==> src/rtl/chrg_pkg.sv <==
package chrg_pkg;

    localparam int REG_W = 8;

    typedef enum logic [1:0] {
        SRC_OFF0 = 2'b00,
        SRC_OFF1 = 2'b01,
        SRC_IN2  = 2'b10,
        SRC_IN1  = 2'b11
    } src_sel_e;

    typedef struct packed {
        logic [2:0] rsvd;
        logic       dis_en;
        logic       trig_en;
        logic       pulse_en;
        logic       edge_en;
        logic       run;
    } hi_reg_t;

    typedef struct packed {
        src_sel_e src_b;
        src_sel_e src_a;
        logic     pol_b;
        logic     pol_a;
        logic     flag_b;
        logic     flag_a;
    } lo_reg_t;

    typedef struct packed {
        logic rise;
        logic fall;
    } edge_t;

    function automatic logic pick_edge(edge_t e, logic pol);
        return pol ? e.rise : e.fall;
    endfunction

    function automatic logic chan_hit(src_sel_e sel, logic pol, edge_t e1, edge_t e2);
        case (sel)
            SRC_IN1: return pick_edge(e1, pol);
            SRC_IN2: return pick_edge(e2, pol);
            default: return 1'b0;
        endcase
    endfunction

    function automatic logic one_set(logic a, logic b);
        return a ^ b;
    endfunction

endpackage

==> src/rtl/chrg_edge_det.sv <==
module chrg_edge_det #(
    parameter int WIDTH  = 3,
    parameter int STAGES = 2
) (
    input  logic             clk,
    input  logic             rst,
    input  logic [WIDTH-1:0] din,
    output logic [WIDTH-1:0] lvl,
    output logic [WIDTH-1:0] rise,
    output logic [WIDTH-1:0] fall
);
    localparam int TOP = STAGES - 1;

    logic [WIDTH-1:0] prev_q;

    for (genvar g = 0; g < WIDTH; g++) begin : g_bit
        logic [STAGES-1:0] sh_q;
        always_ff @(posedge clk) begin
            if (rst) sh_q <= '0;
            else     sh_q <= {sh_q[STAGES-2:0], din[g]};
        end
        assign lvl[g] = sh_q[TOP];
    end

    // previous level is always tracked, whatever the enables say
    always_ff @(posedge clk) begin
        if (rst) prev_q <= '0;
        else     prev_q <= lvl;
    end

    assign rise = lvl & ~prev_q;
    assign fall = ~lvl & prev_q;

    p_no_dual_edge_r2: assert property (@(posedge clk) disable iff (rst)
        (rise & fall) == '0);

endmodule

==> src/rtl/chrg_ctrl_regs.sv <==
module chrg_ctrl_regs
    import chrg_pkg::*;
(
    input  logic             clk,
    input  logic             rst,
    input  logic             wr_en,
    input  logic             wr_sel,
    input  logic [REG_W-1:0] wr_data,
    output hi_reg_t          hi,
    output lo_reg_t          lo_cfg,
    output logic             lo_wr,
    output logic [1:0]       lo_wr_flags
);
    hi_reg_t hi_q;
    lo_reg_t cfg_q;
    lo_reg_t wr_lo;

    assign wr_lo = lo_reg_t'(wr_data);

    always_ff @(posedge clk) begin
        if (rst) begin
            hi_q  <= '0;
            cfg_q <= '0;
        end else if (wr_en) begin
            if (!wr_sel) begin
                hi_q      <= hi_reg_t'(wr_data);
                hi_q.rsvd <= '0;
            end else begin
                cfg_q        <= wr_lo;
                cfg_q.flag_a <= 1'b0;
                cfg_q.flag_b <= 1'b0;
            end
        end
    end

    assign hi          = hi_q;
    assign lo_cfg      = cfg_q;
    assign lo_wr       = wr_en & wr_sel;
    assign lo_wr_flags = {wr_lo.flag_b, wr_lo.flag_a};

    p_rsvd_zero_r11: assert property (@(posedge clk) disable iff (rst)
        hi.rsvd == 3'b000);

endmodule

==> src/rtl/chrg_status.sv <==
module chrg_status
    import chrg_pkg::*;
(
    input  logic       clk,
    input  logic       rst,
    input  hi_reg_t    hi,
    input  lo_reg_t    lo_cfg,
    input  logic       lo_wr,
    input  logic [1:0] lo_wr_flags,
    input  edge_t      e1,
    input  edge_t      e2,
    input  logic       comp_lvl,
    output logic       flag_a,
    output logic       flag_b,
    output logic       adc_trig
);
    logic fa_q, fb_q, trig_q;
    logic edges_on, set_a, set_b, comp_set;
    logic base_a, base_b, next_a, next_b, eval;

    assign edges_on = hi.run & hi.edge_en;
    assign set_a    = edges_on & chan_hit(lo_cfg.src_a, lo_cfg.pol_a, e1, e2);
    assign comp_set = hi.run & hi.pulse_en & comp_lvl;
    assign set_b    = (edges_on & chan_hit(lo_cfg.src_b, lo_cfg.pol_b, e1, e2)) | comp_set;

    assign base_a = lo_wr ? lo_wr_flags[0] : fa_q;
    assign base_b = lo_wr ? lo_wr_flags[1] : fb_q;
    assign next_a = base_a | set_a;
    assign next_b = base_b | set_b;

    assign eval = hi.run & (lo_wr | (set_a & ~base_a) | (set_b & ~base_b));

    always_ff @(posedge clk) begin
        if (rst) begin
            fa_q   <= 1'b0;
            fb_q   <= 1'b0;
            trig_q <= 1'b0;
        end else begin
            fa_q   <= next_a;
            fb_q   <= next_b;
            trig_q <= eval & hi.trig_en & ~one_set(next_a, next_b);
        end
    end

    assign flag_a   = fa_q;
    assign flag_b   = fb_q;
    assign adc_trig = trig_q;

    p_sticky_a_r3: assert property (@(posedge clk) disable iff (rst)
        flag_a && !lo_wr |=> flag_a);
    p_sticky_b_r3: assert property (@(posedge clk) disable iff (rst)
        flag_b && !lo_wr |=> flag_b);
    p_quiet_no_event_r4: assert property (@(posedge clk) disable iff (rst)
        !lo_wr && !set_a && !set_b |=> $stable({flag_a, flag_b}));
    p_trig_gated_r7: assert property (@(posedge clk) disable iff (rst)
        !hi.trig_en |=> !adc_trig);
    p_idle_no_trig_r10: assert property (@(posedge clk) disable iff (rst)
        !hi.run |=> !adc_trig);

endmodule

==> src/rtl/chrg_drive.sv <==
module chrg_drive
    import chrg_pkg::*;
(
    input  logic    clk,
    input  logic    rst,
    input  hi_reg_t hi,
    input  logic    flag_a,
    input  logic    flag_b,
    output logic    cur_en,
    output logic    pulse_out,
    output logic    dis_out
);
    logic window;

    assign window    = one_set(flag_a, flag_b);
    assign dis_out   = hi.run & hi.dis_en;
    assign cur_en    = hi.run & ~hi.dis_en & window;
    assign pulse_out = hi.run & hi.pulse_en & window;

    p_dis_blocks_cur_r9: assert property (@(posedge clk) disable iff (rst)
        dis_out |-> !cur_en);
    p_idle_quiet_r10: assert property (@(posedge clk) disable iff (rst)
        !hi.run |-> !(cur_en || pulse_out || dis_out));
    p_cur_needs_window_r5: assert property (@(posedge clk) disable iff (rst)
        cur_en |-> (flag_a != flag_b));

endmodule

==> src/rtl/chrg_gate_ctrl.sv <==
module chrg_gate_ctrl
    import chrg_pkg::*;
#(
    parameter int SYNC_STAGES = 2
) (
    input  logic             clk,
    input  logic             rst,
    input  logic             wr_en,
    input  logic             wr_sel,
    input  logic [REG_W-1:0] wr_data,
    input  logic             rd_sel,
    output logic [REG_W-1:0] rd_data,
    input  logic [1:0]       edge_in,
    input  logic             comp_in,
    output logic             cur_en,
    output logic             dis_out,
    output logic             pulse_out,
    output logic             adc_trig
);
    localparam int N_IN = 3;

    hi_reg_t    hi;
    lo_reg_t    lo_cfg, lo_live;
    logic       lo_wr;
    logic [1:0] lo_wr_flags;
    logic [N_IN-1:0] lvl, rise, fall;
    edge_t      e1, e2;
    logic       flag_a, flag_b;

    chrg_edge_det #(.WIDTH(N_IN), .STAGES(SYNC_STAGES)) u_det (
        .clk  (clk),
        .rst  (rst),
        .din  ({comp_in, edge_in}),
        .lvl  (lvl),
        .rise (rise),
        .fall (fall)
    );

    assign e1 = '{rise: rise[0], fall: fall[0]};
    assign e2 = '{rise: rise[1], fall: fall[1]};

    chrg_ctrl_regs u_regs (
        .clk         (clk),
        .rst         (rst),
        .wr_en       (wr_en),
        .wr_sel      (wr_sel),
        .wr_data     (wr_data),
        .hi          (hi),
        .lo_cfg      (lo_cfg),
        .lo_wr       (lo_wr),
        .lo_wr_flags (lo_wr_flags)
    );

    chrg_status u_stat (
        .clk         (clk),
        .rst         (rst),
        .hi          (hi),
        .lo_cfg      (lo_cfg),
        .lo_wr       (lo_wr),
        .lo_wr_flags (lo_wr_flags),
        .e1          (e1),
        .e2          (e2),
        .comp_lvl    (lvl[2]),
        .flag_a      (flag_a),
        .flag_b      (flag_b),
        .adc_trig    (adc_trig)
    );

    chrg_drive u_drv (
        .clk       (clk),
        .rst       (rst),
        .hi        (hi),
        .flag_a    (flag_a),
        .flag_b    (flag_b),
        .cur_en    (cur_en),
        .pulse_out (pulse_out),
        .dis_out   (dis_out)
    );

    always_comb begin
        lo_live        = lo_cfg;
        lo_live.flag_a = flag_a;
        lo_live.flag_b = flag_b;
        rd_data        = rd_sel ? REG_W'(lo_live) : REG_W'(hi);
    end

    p_edges_blocked_r4: assert property (@(posedge clk) disable iff (rst)
        !hi.edge_en && !hi.pulse_en && !lo_wr && !flag_a |=> !flag_a);

endmodule

==> config.mk <==
export PLATFORM = sky130hd
export DESIGN_NAME = chrg_gate_ctrl
export DESIGN_NICKNAME = d
export VERILOG_FILES = /design/src/rtl/chrg_pkg.sv /design/src/rtl/chrg_edge_det.sv /design/src/rtl/chrg_ctrl_regs.sv /design/src/rtl/chrg_status.sv /design/src/rtl/chrg_drive.sv /design/src/rtl/chrg_gate_ctrl.sv
export SDC_FILE = /design/constraint.sdc
export NUM_CORES = 1
export LEC_CHECK = 0
export ABC_AREA = 1
export BUFFER_PORTS_ARGS = -buffer_cell sky130_fd_sc_hd__buf_2
export CORE_MARGIN = 3
export CORE_UTILIZATION = 45
export DETAILED_ROUTE_END_ITERATION = 16
export PLACE_DENSITY = 0.81
export SLEW_MARGIN = 20
export SYNTH_ARGS = -nofsm -noshare
export SYNTH_HDL_FRONTEND = slang
export SYNTH_SLANG_ARGS = --single-unit
==> constraint.sdc <==
create_clock -name clk -period 1 [get_ports clk]
set_input_delay 0.15 -clock clk [delete_from_list [all_inputs] [get_ports clk]]
set_output_delay 0.15 -clock clk [all_outputs]
set_load 0.005 [all_outputs]
Word level (Yosys, flattened, before mapping)
Cells that the tools add are included.
- register bits: 22
- latch bits: 0
- RAM bits: 0
- ROM bits: 0
- bits of input ports: 16
- output and inout bits: 12
- word-level logic and storage cells: 62
- memories kept: 0
- $add $sub $neg: 0
- $mul: 0
- divide/modulo/power cells: 0
- magnitude comparators: 0
- equal/unequal tests: 4
- shifts and indexed selects: 0
- multiplexer cells: 9
- bitwise operators: 31
- reductions and logical operators: 2
- operator list (cell ; count):
    bitwise AND 1 bit ; 15
    equality test 2 bit (second input constant) ; 4
    2-to-1 mux 8 bit ; 1
    2-to-1 mux 1 bit ; 6
    NOT 1 bit ; 5
    bitwise OR 1 bit ; 5
    bitwise AND 2 bit ; 2
    NOT 2 bit ; 2
    one-hot mux 1 bit (2 select lines) ; 2
    AND reduction 2 bit ; 2
    XOR 1 bit ; 2

Depth between registers and ports, before layout
Gate-level depths: netlist (run 1).
- depth in word-level cells: 11
- mapped depth: 9
- depth with buffers taken out: 9

Hierarchy
A second synthesis (run 1) with hierarchy kept.
- cell total of the unflattened synthesis: 197
- area, all modules: 1221.2 um^2
- modules (own cells, without submodules) (module ; instances ; cells an instance ; area an instance (um^2)):
    chrg_ctrl_regs ; 1 ; 69 ; 484.2
    chrg_edge_det ; 1 ; 40 ; 315.3
    chrg_status ; 1 ; 50 ; 271.5
    chrg_gate_ctrl ; 1 ; 26 ; 105.1
    chrg_drive ; 1 ; 12 ; 45.0

Worst setup path after synthesis (run 1)
OpenSTA, ideal clock, no wires.
- path type: reg2reg
- start: reg u_regs.cfg_q (netlist bit u_regs.lo_cfg[2])
- end: reg u_stat.trig_q (netlist: u_stat.adc_trig)
- setup time: 0.110 ns
- data arrival time: 0.866 ns
- data required time: 0.890 ns
- path slack: 0.024 ns
- cell stages (with the launch flop): 10
- path through: dfxtp_1 inv_1 nand3_1 nand3_1 nand3_1 nand2_1 inv_1 nand2_1 nand2_1 nor2_1
- word-level cells in the longest chain between the ends: 9
- ends and longest elaborated chain (what ; RTL line ; source):
    start: declaration ; chrg_ctrl_regs.sv:15 ; lo_reg_t cfg_q;
    start signal: assignment ; chrg_ctrl_regs.sv:29 ; cfg_q <= wr_lo;
    2-to-1 mux 1 bit ; chrg_pkg.sv:36 ; return pol ? e.rise : e.fall;
    one-hot mux 1 bit (2 select lines) * ; chrg_pkg.sv:40 ; case (sel)
    bitwise AND 1 bit * ; chrg_status.sv:22 ; assign set_a = edges_on & chan_hit(lo_cfg.src_a, lo_cfg.pol_a, e1, e2);
    bitwise AND 1 bit ; chrg_status.sv:31 ; assign eval = hi.run & (lo_wr | (set_a & ~base_a) | (set_b & ~base_b));
    bitwise OR 1 bit (2 in series) ; chrg_status.sv:31 ;
    bitwise AND 1 bit ; chrg_status.sv:31 ;
    bitwise AND 1 bit ; chrg_status.sv:41 ; trig_q <= eval & hi.trig_en & ~one_set(next_a, next_b);
    bitwise AND 1 bit * ; chrg_status.sv:41 ;
    end signal: assignment ; chrg_status.sv:41 ;
    end: declaration ; chrg_status.sv:17 ; logic fa_q, fb_q, trig_q;
Mark *: on every way between the ends. The rest lies on a longest branch, timed or not.
A chain may end at the register's enable or synchronous reset.

Worst setup path after layout (run 1)
- start: reg u_regs.hi_q (netlist bit u_regs.hi[1])
- end: out rd_data[1]
- word-level cells in the longest chain between the ends: 1
- ends and longest elaborated chain (what ; RTL line ; source):
    start: declaration ; chrg_ctrl_regs.sv:14 ; hi_reg_t hi_q;
    start signal: assignment ; chrg_ctrl_regs.sv:26 ; hi_q <= hi_reg_t'(wr_data);
    2-to-1 mux 8 bit ; chrg_gate_ctrl.sv:84 ; rd_data = rd_sel ? REG_W'(lo_live) : REG_W'(hi);
    end: declaration ; chrg_gate_ctrl.sv:12 ; output logic [REG_W-1:0] rd_data,
Every way passes these cells.

==> results.tsv, run 1 <==
metric	value	unit
status	finished with violations	
violations	setup timing	
arrival	1.18	ns
max_freq	754	MHz
drc_errors	0	
synth_area	983	um2
leakage	0.721	nW
async_flop_share	0	%
ios	28	
synth-compound-area-share	13.2	%
power_density	1410	nW/um2
cp_slowest_cell	dfxtp_2	
wl_per_cell	14.4	um
synth_top_area_cell	dfxtp_1	
synth_cell_types	18	
yosysWarnings	0	
gr-usage-all-layers	21.9	%
finalSetupViolCount	14	
crit_family	flip-flops	
num_vias	1095	
yosys-mux-area-fraction	2.16	%
syn_nets	159	
post-route-period-util	133	%
path_cells	buf_6 -> mux2_4 -> buf_6	
drv_cap	0	
syn_avg_cell_area	6.88	um2
cts_sinks	22	
placed_cells	202	
gp_congestion	0.891	
ys.flop_type	dfxtp_1	
ys_ff_latch	22	
wirelength	3.04	mm
skew	0.00173	ns
clk_path_buf_depth	2	
cts-root-buf	clkbuf_4	
hold_path_class	input port to register	
dieArea	2780	um2
drtIter0Drc	44	
grt_max_degree	14	
ant_nets	0	
synthTopCellsByCount	31 x inv_1, 22 x dfxtp_1, 18 x nand2_1, 18 x nor2_1	
r2r_slack	-0.23	ns
critPathRequiredTime	0.85	ns
cts_tree	yes	
slew_viol_final	0	
ir_drop	1.39	mV
rsz0062_at_grt	yes	
portBuffers	27	
drt_pass1_iterations	4	
htree_levels	1	
ys_seq_area_share	44.8	%
synth-xor-area-share	0.891	%
setup_ws	-0.326	ns
grt_first_pass_wirelength	4.45	mm
pre_cts_ws	-0.168	ns
drive_above_1_share	48.4	%
antenna_found_initial	0	
fin_crit	1.33	ns
yosys.area_share.adder	0	%
viasPerCell	5.19	
slew_headroom	79.5	%
synth_top_family_by_area	simple AND/OR/NAND/NOR gates	
num_antenna_cells	0	
cts_buffers	3	
clock_latency	0.33	ns
fin_cells	211	
startpoint_type	register	
yosys.area_share.simple	25.1	%
grt_overflow	0	
area_growth	46.1	%
cp_slowest_stage_delay	0.35	ns
synth_edf_count	0	
synth_top_area_share	44.8	%
report.final.hold_viol_count	0	
initial_core_util	48.6	%
core	2020	um2
synthCells	143	
post-synth-top-count-cell	inv_1	
dp_hpwl	1.90	mm
worst-path-max-fanout	2	
nNetsFinal	201	
clk_pin_slew_worst_paths	0.13	ns
grt_pass1_vias	1034	
path_common_cell	buf_6	
rows	16	
synthTopCellsByArea	dfxtp_1 45%, inv_1 12%, nand3_1 7.1%, o21ai_0 7.1%, nand2_1 6.9%	
path_buf_inv	2	
tightest_slew	0.307	ns
chipHeight	52.8	um
critPathCaptureType	output port	
crit_type	register to output port	
dieWidth	52.8	um
fill_cells	150	
power breakdown:
part | leakage, nW | internal (mW) | total (mW) | switching [mW]
Combinational | 0.505 | 0.156 | 0.339 | 0.183
Sequential | 0.188 | 0.929 | 0.970 | 0.0408
Clock | 0.0279 | 0.406 | 0.714 | 0.308
Total | 0.721 | 1.49 | 2.02 | 0.531
cell families (layout without fill, tap and decap cells):
group	after synthesis	after routing
and+or+nand+nor	56	56
buffers and inverters	36	77
AOI/OAI and AO/OA	26	26
DFF	22	22
muxes	2	2
xor gates and xnor gates	1	1
path summary, 6_finish.rpt:
kind                                                        start                           endpoint  cells after the start
worst min-delay path                                   edge_in[0]  u_det.g_bit[0].sh_q[0]$_SDFF_PP0_                      3
worst max-delay path                    u_regs.hi[1]$_SDFFE_PP0P_                         rd_data[1]                      3
worst min register to register  u_det.g_bit[0].sh_q[0]$_SDFF_PP0_  u_det.g_bit[0].sh_q[1]$_SDFF_PP0_                      2
worst max register to register          u_regs.hi[0]$_SDFFE_PP0P_         u_stat.adc_trig$_SDFF_PP0_                      9
metal layers:
| metal | part of all wire [%] | vias up | track usage, % |
|---|---|---|---|
| met2 | 50 | 58 | 36.0 |
| li1 | - | 524 | - |
| met1 | 40 | 502 | 26.0 |
| met4 | 2.9 | 0 | 12.8 |
| met5 | 0 | - | 0 |
| met3 | 7.3 | 11 | 4.27 |
registers in the layout (all words and copies together) (netlist names):
register	cells
u_stat.flag_b	1
u_stat.adc_trig	1
u_regs.lo_cfg	6
u_det.prev_q	2
u_det.g_bit.sh_q	6
u_regs.hi	5
u_stat.flag_a	1
tightest hold or removal path, stage by stage:
cell and delay [ns]:
buf_2 0.10, inv_1 0.04, nor2_1 0.03
cell type report:
type | count | area [um2] | share of cell area [%]
Tap cell | 27 | 33.8 | 2.35
Sequential cell | 22 | 467 | 32.5
Inverter | 32 | 128 | 8.88
Multi-Input combinational cell | 85 | 479 | 33.4
Clock inverter | 1 | 30.0 | 2.09
Timing Repair Buffer | 41 | 277 | 19.3
Clock buffer | 3 | 22.5 | 1.57
layout by cell type (no fill, tap or decap), types with 2 or more instances in the layout:
cell      netlist  layout
a21oi_1        11      10
inv_1          31      24
nand2_1        18      16
o21ai_0        14      11
dfxtp_1        22       5
dfxtp_4         0       2
nand2_2         1       3
buf_6           0       5
nor2_2          0       3
nor2_1         18      14
nand3_2         2       4
dfxtp_2         0      15
nand3_1        14      12
clkbuf_4        0       3
inv_2           1       6
buf_4           0      10
o21ai_2         0       3
buf_2           1      25
what timing repair did:
item / in CTS / in global routing
pin swaps: 8 / 8
endpoints found under the setup margin: 14 / 14
hold buffers: 0 / 0
buffers inserted: 3 / 2
gates resized for setup: 29 / 26
stage by stage:
stage	TNS, ns	cell area [um2]	hold WS, ns	utilization (%)	total power, mW
after floorplan	0	983	0.257	-	1.11
after global placement	-0.0619	1220	0.350	60.1	1.22
after detailed placement	-0.174	1220	0.363	60.1	1.24
after CTS	-1.89	1340	0.0160	66.3	1.97
after global routing	-2.64	1440	0.0185	71.0	2.10
final	-2.05	1440	0.0135	71.0	2.02
Note: power is estimated with default switching activity, not from simulation.
==> run 2: changes to the inputs <==
==> constraint.sdc (replaced) <==
create_clock -name clk -period 1 [get_ports clk]
set_input_delay 0.05 -clock clk [delete_from_list [all_inputs] [get_ports clk]]
set_output_delay 0.05 -clock clk [all_outputs]
set_load 0.005 [all_outputs]
==> run 2 against run 1 <==
The flow finishes with violations (hold timing, setup timing). Highest routed layer unchanged. Global-route usage up 1.8 points. Sequential share of layout area decreased by 1.2 points. Die area is the same. Design area grew 3.9%. Sequential power shrank 0.5%. Largest power group unchanged. Maximum frequency up 9.1%.
==> results.tsv, run 2 (synthesis results as in run 1) <==
metric	value	unit	change
cts_tree	yes		
status	finished with violations		
drv_cap	0		unchanged
post-route-period-util	122	%	-11 points
ir_drop	1.10	mV	-21%
path_buf_inv	2		unchanged
ios	28		unchanged
portBuffers	27		unchanged
cp_slowest_stage_delay	0.36	ns	about the same
viasPerCell	5.10		-1.7%
grt_pass1_vias	1111		+7.4%
final_cell_mix	27 x buf_2, 21 x inv_1, 16 x nor2_1, 13 x buf_4		
fin_area	1490	um2	+3.9%
report.final.hold_viol_count	1		+1
antenna_found_initial	0		unchanged
placed_cell_area	1210	um2	-0.41%
dieArea	2780	um2	unchanged
cts-root-buf	clkbuf_4		
worst-path-max-fanout	3		+1
max_freq	823	MHz	+9.1%
num_antenna_cells	0		unchanged
power_density	1240	nW/um2	-12%
cts_sinks	22		unchanged
hold_ws	-0.000258	ns	-0.0137 ns
critPathRequiredTime	1.28	ns	+0.43 ns
htree_levels	1		unchanged
area_growth	51.8	%	
rows	16		unchanged
drtIter0Drc	43		-2.3%
chipHeight	52.8	um	unchanged
drt_pass1_iterations	4		unchanged
critPathCaptureType	register		
nNetsFinal	211		+5.0%
leakage	0.749	nW	+3.9%
drc_errors	0		unchanged
gp_congestion	0.907		+1.8%
clk_path_buf_depth	2		unchanged
hold_path_class	input port to register		
grt_max_degree	13		-1
wl_per_cell	14.1	um	-2.0%
fin_util	73.8	%	+2.8 points
grt_first_pass_wirelength	4.76	mm	+7.0%
fin_crit	1.22	ns	-0.111 ns
crit_family	simple AND/OR/NAND/NOR gates		
ant_nets	0		unchanged
cts_buffers	3		unchanged
num_vias	1127		+2.9%
slew_viol_final	0		unchanged
core	2020	um2	unchanged
pre_cts_ws	-0.157	ns	+0.0115 ns
dp_hpwl	1.99	mm	+4.9%
slew_headroom	77.8	%	-1.7 points
path_cells	buf_4 -> nand2_2 -> nor2_2 -> nand3_2 -> nand3_4 -> inv_1 -> nand2_1 -> nand2_1 -> nor2_1		
violations	hold timing, setup timing		
setup_ws	-0.216	ns	+0.111 ns
layout_commonest_cell	buf_2		
tightest_slew	0.333	ns	+0.0257 ns
clk_pin_slew_worst_paths	0.13	ns	about the same
arrival	1.50	ns	+0.32 ns
startpoint_type	register		
skew	0.0139	ns	+0.0121 ns
gr-usage-all-layers	23.7	%	+1.8 points
path_common_cell	nand2_1		
crit_type	register to register		
cp_slowest_cell	dfxtp_2		
clock_latency	0.33	ns	about the same
wirelength	3.12	mm	+2.7%
drive_above_1_share	50.0	%	+1.6 points
dieWidth	52.8	um	unchanged
grt_overflow	0		unchanged
initial_core_util	48.6	%	unchanged
rsz0062_at_grt	yes		
finalSetupViolCount	11		-3
run 2: worst paths after layout:
check,slack [ns],end,cells after the start,start
min reg2reg,0.41,u_det.g_bit[1].sh_q[1]$_SDFF_PP0_,2,u_det.g_bit[1].sh_q[0]$_SDFF_PP0_
max,-0.22,u_stat.adc_trig$_SDFF_PP0_,9,u_regs.hi[0]$_SDFFE_PP0P_
max reg2reg,-0.22,u_stat.adc_trig$_SDFF_PP0_,9,u_regs.hi[0]$_SDFFE_PP0P_
min,-0.0003,u_regs.lo_cfg[7]$_SDFFE_PP0N_,3,wr_data[7]
run 2: metal layers:
layer / GRT usage [%] / wire [um] / vias up
li1: - / - / 547
met5: 0 / 0 / -
met1: 26.3 / 1290 / 522
met2: 42.4 / 1550 / 49
met3: 4.27 / 200 / 9
met4: 11.9 / 67 / 0
run 2: repair_timing:
action / CTS / global route
hold buffers: 6 / 0
pin swaps: 5 / 8
resized for setup: 26 / 31
setup endpoints to repair: 11 / 12
setup buffers: 5 / 3
endpoints found under the hold margin: 7 / 0
run 2: stage by stage:
step / total power [mW] / instances / setup TNS, ns / hold WS, ns
2_1_floorplan: 1.11 / 143 / 0 / 0.157
3_3_place_gp: 1.22 / 203 / -0.0380 / 0.248
4_1_cts: 1.79 / 218 / -1.04 / 0.00228
3_5_place_dp: 1.23 / 203 / -0.217 / 0.271
6_report: 1.85 / 221 / -1.29 / -0.000258
5_1_grt: 1.92 / 221 / -1.75 / 0.0352
run 2: area by class of cell:
type	instances	area, um2
fillers	137	529
repair buffers	51	349
flip-flops and latches	22	467
clock buffers	4	36.3
inverters	32	125
well taps	27	33.8
multi-input cells	85	482
run 2: report_power, final:
part	internal (mW)	total, mW	switching (mW)
clock network	0.223	0.518	0.295
logic	0.178	0.367	0.189
registers	0.926	0.965	0.0389
total	1.33	1.85	0.523
run 2: worst min-delay path, stage by stage:
cell     delay [ns]
buf_2          0.08
o21ai_0        0.07
a21oi_1        0.10
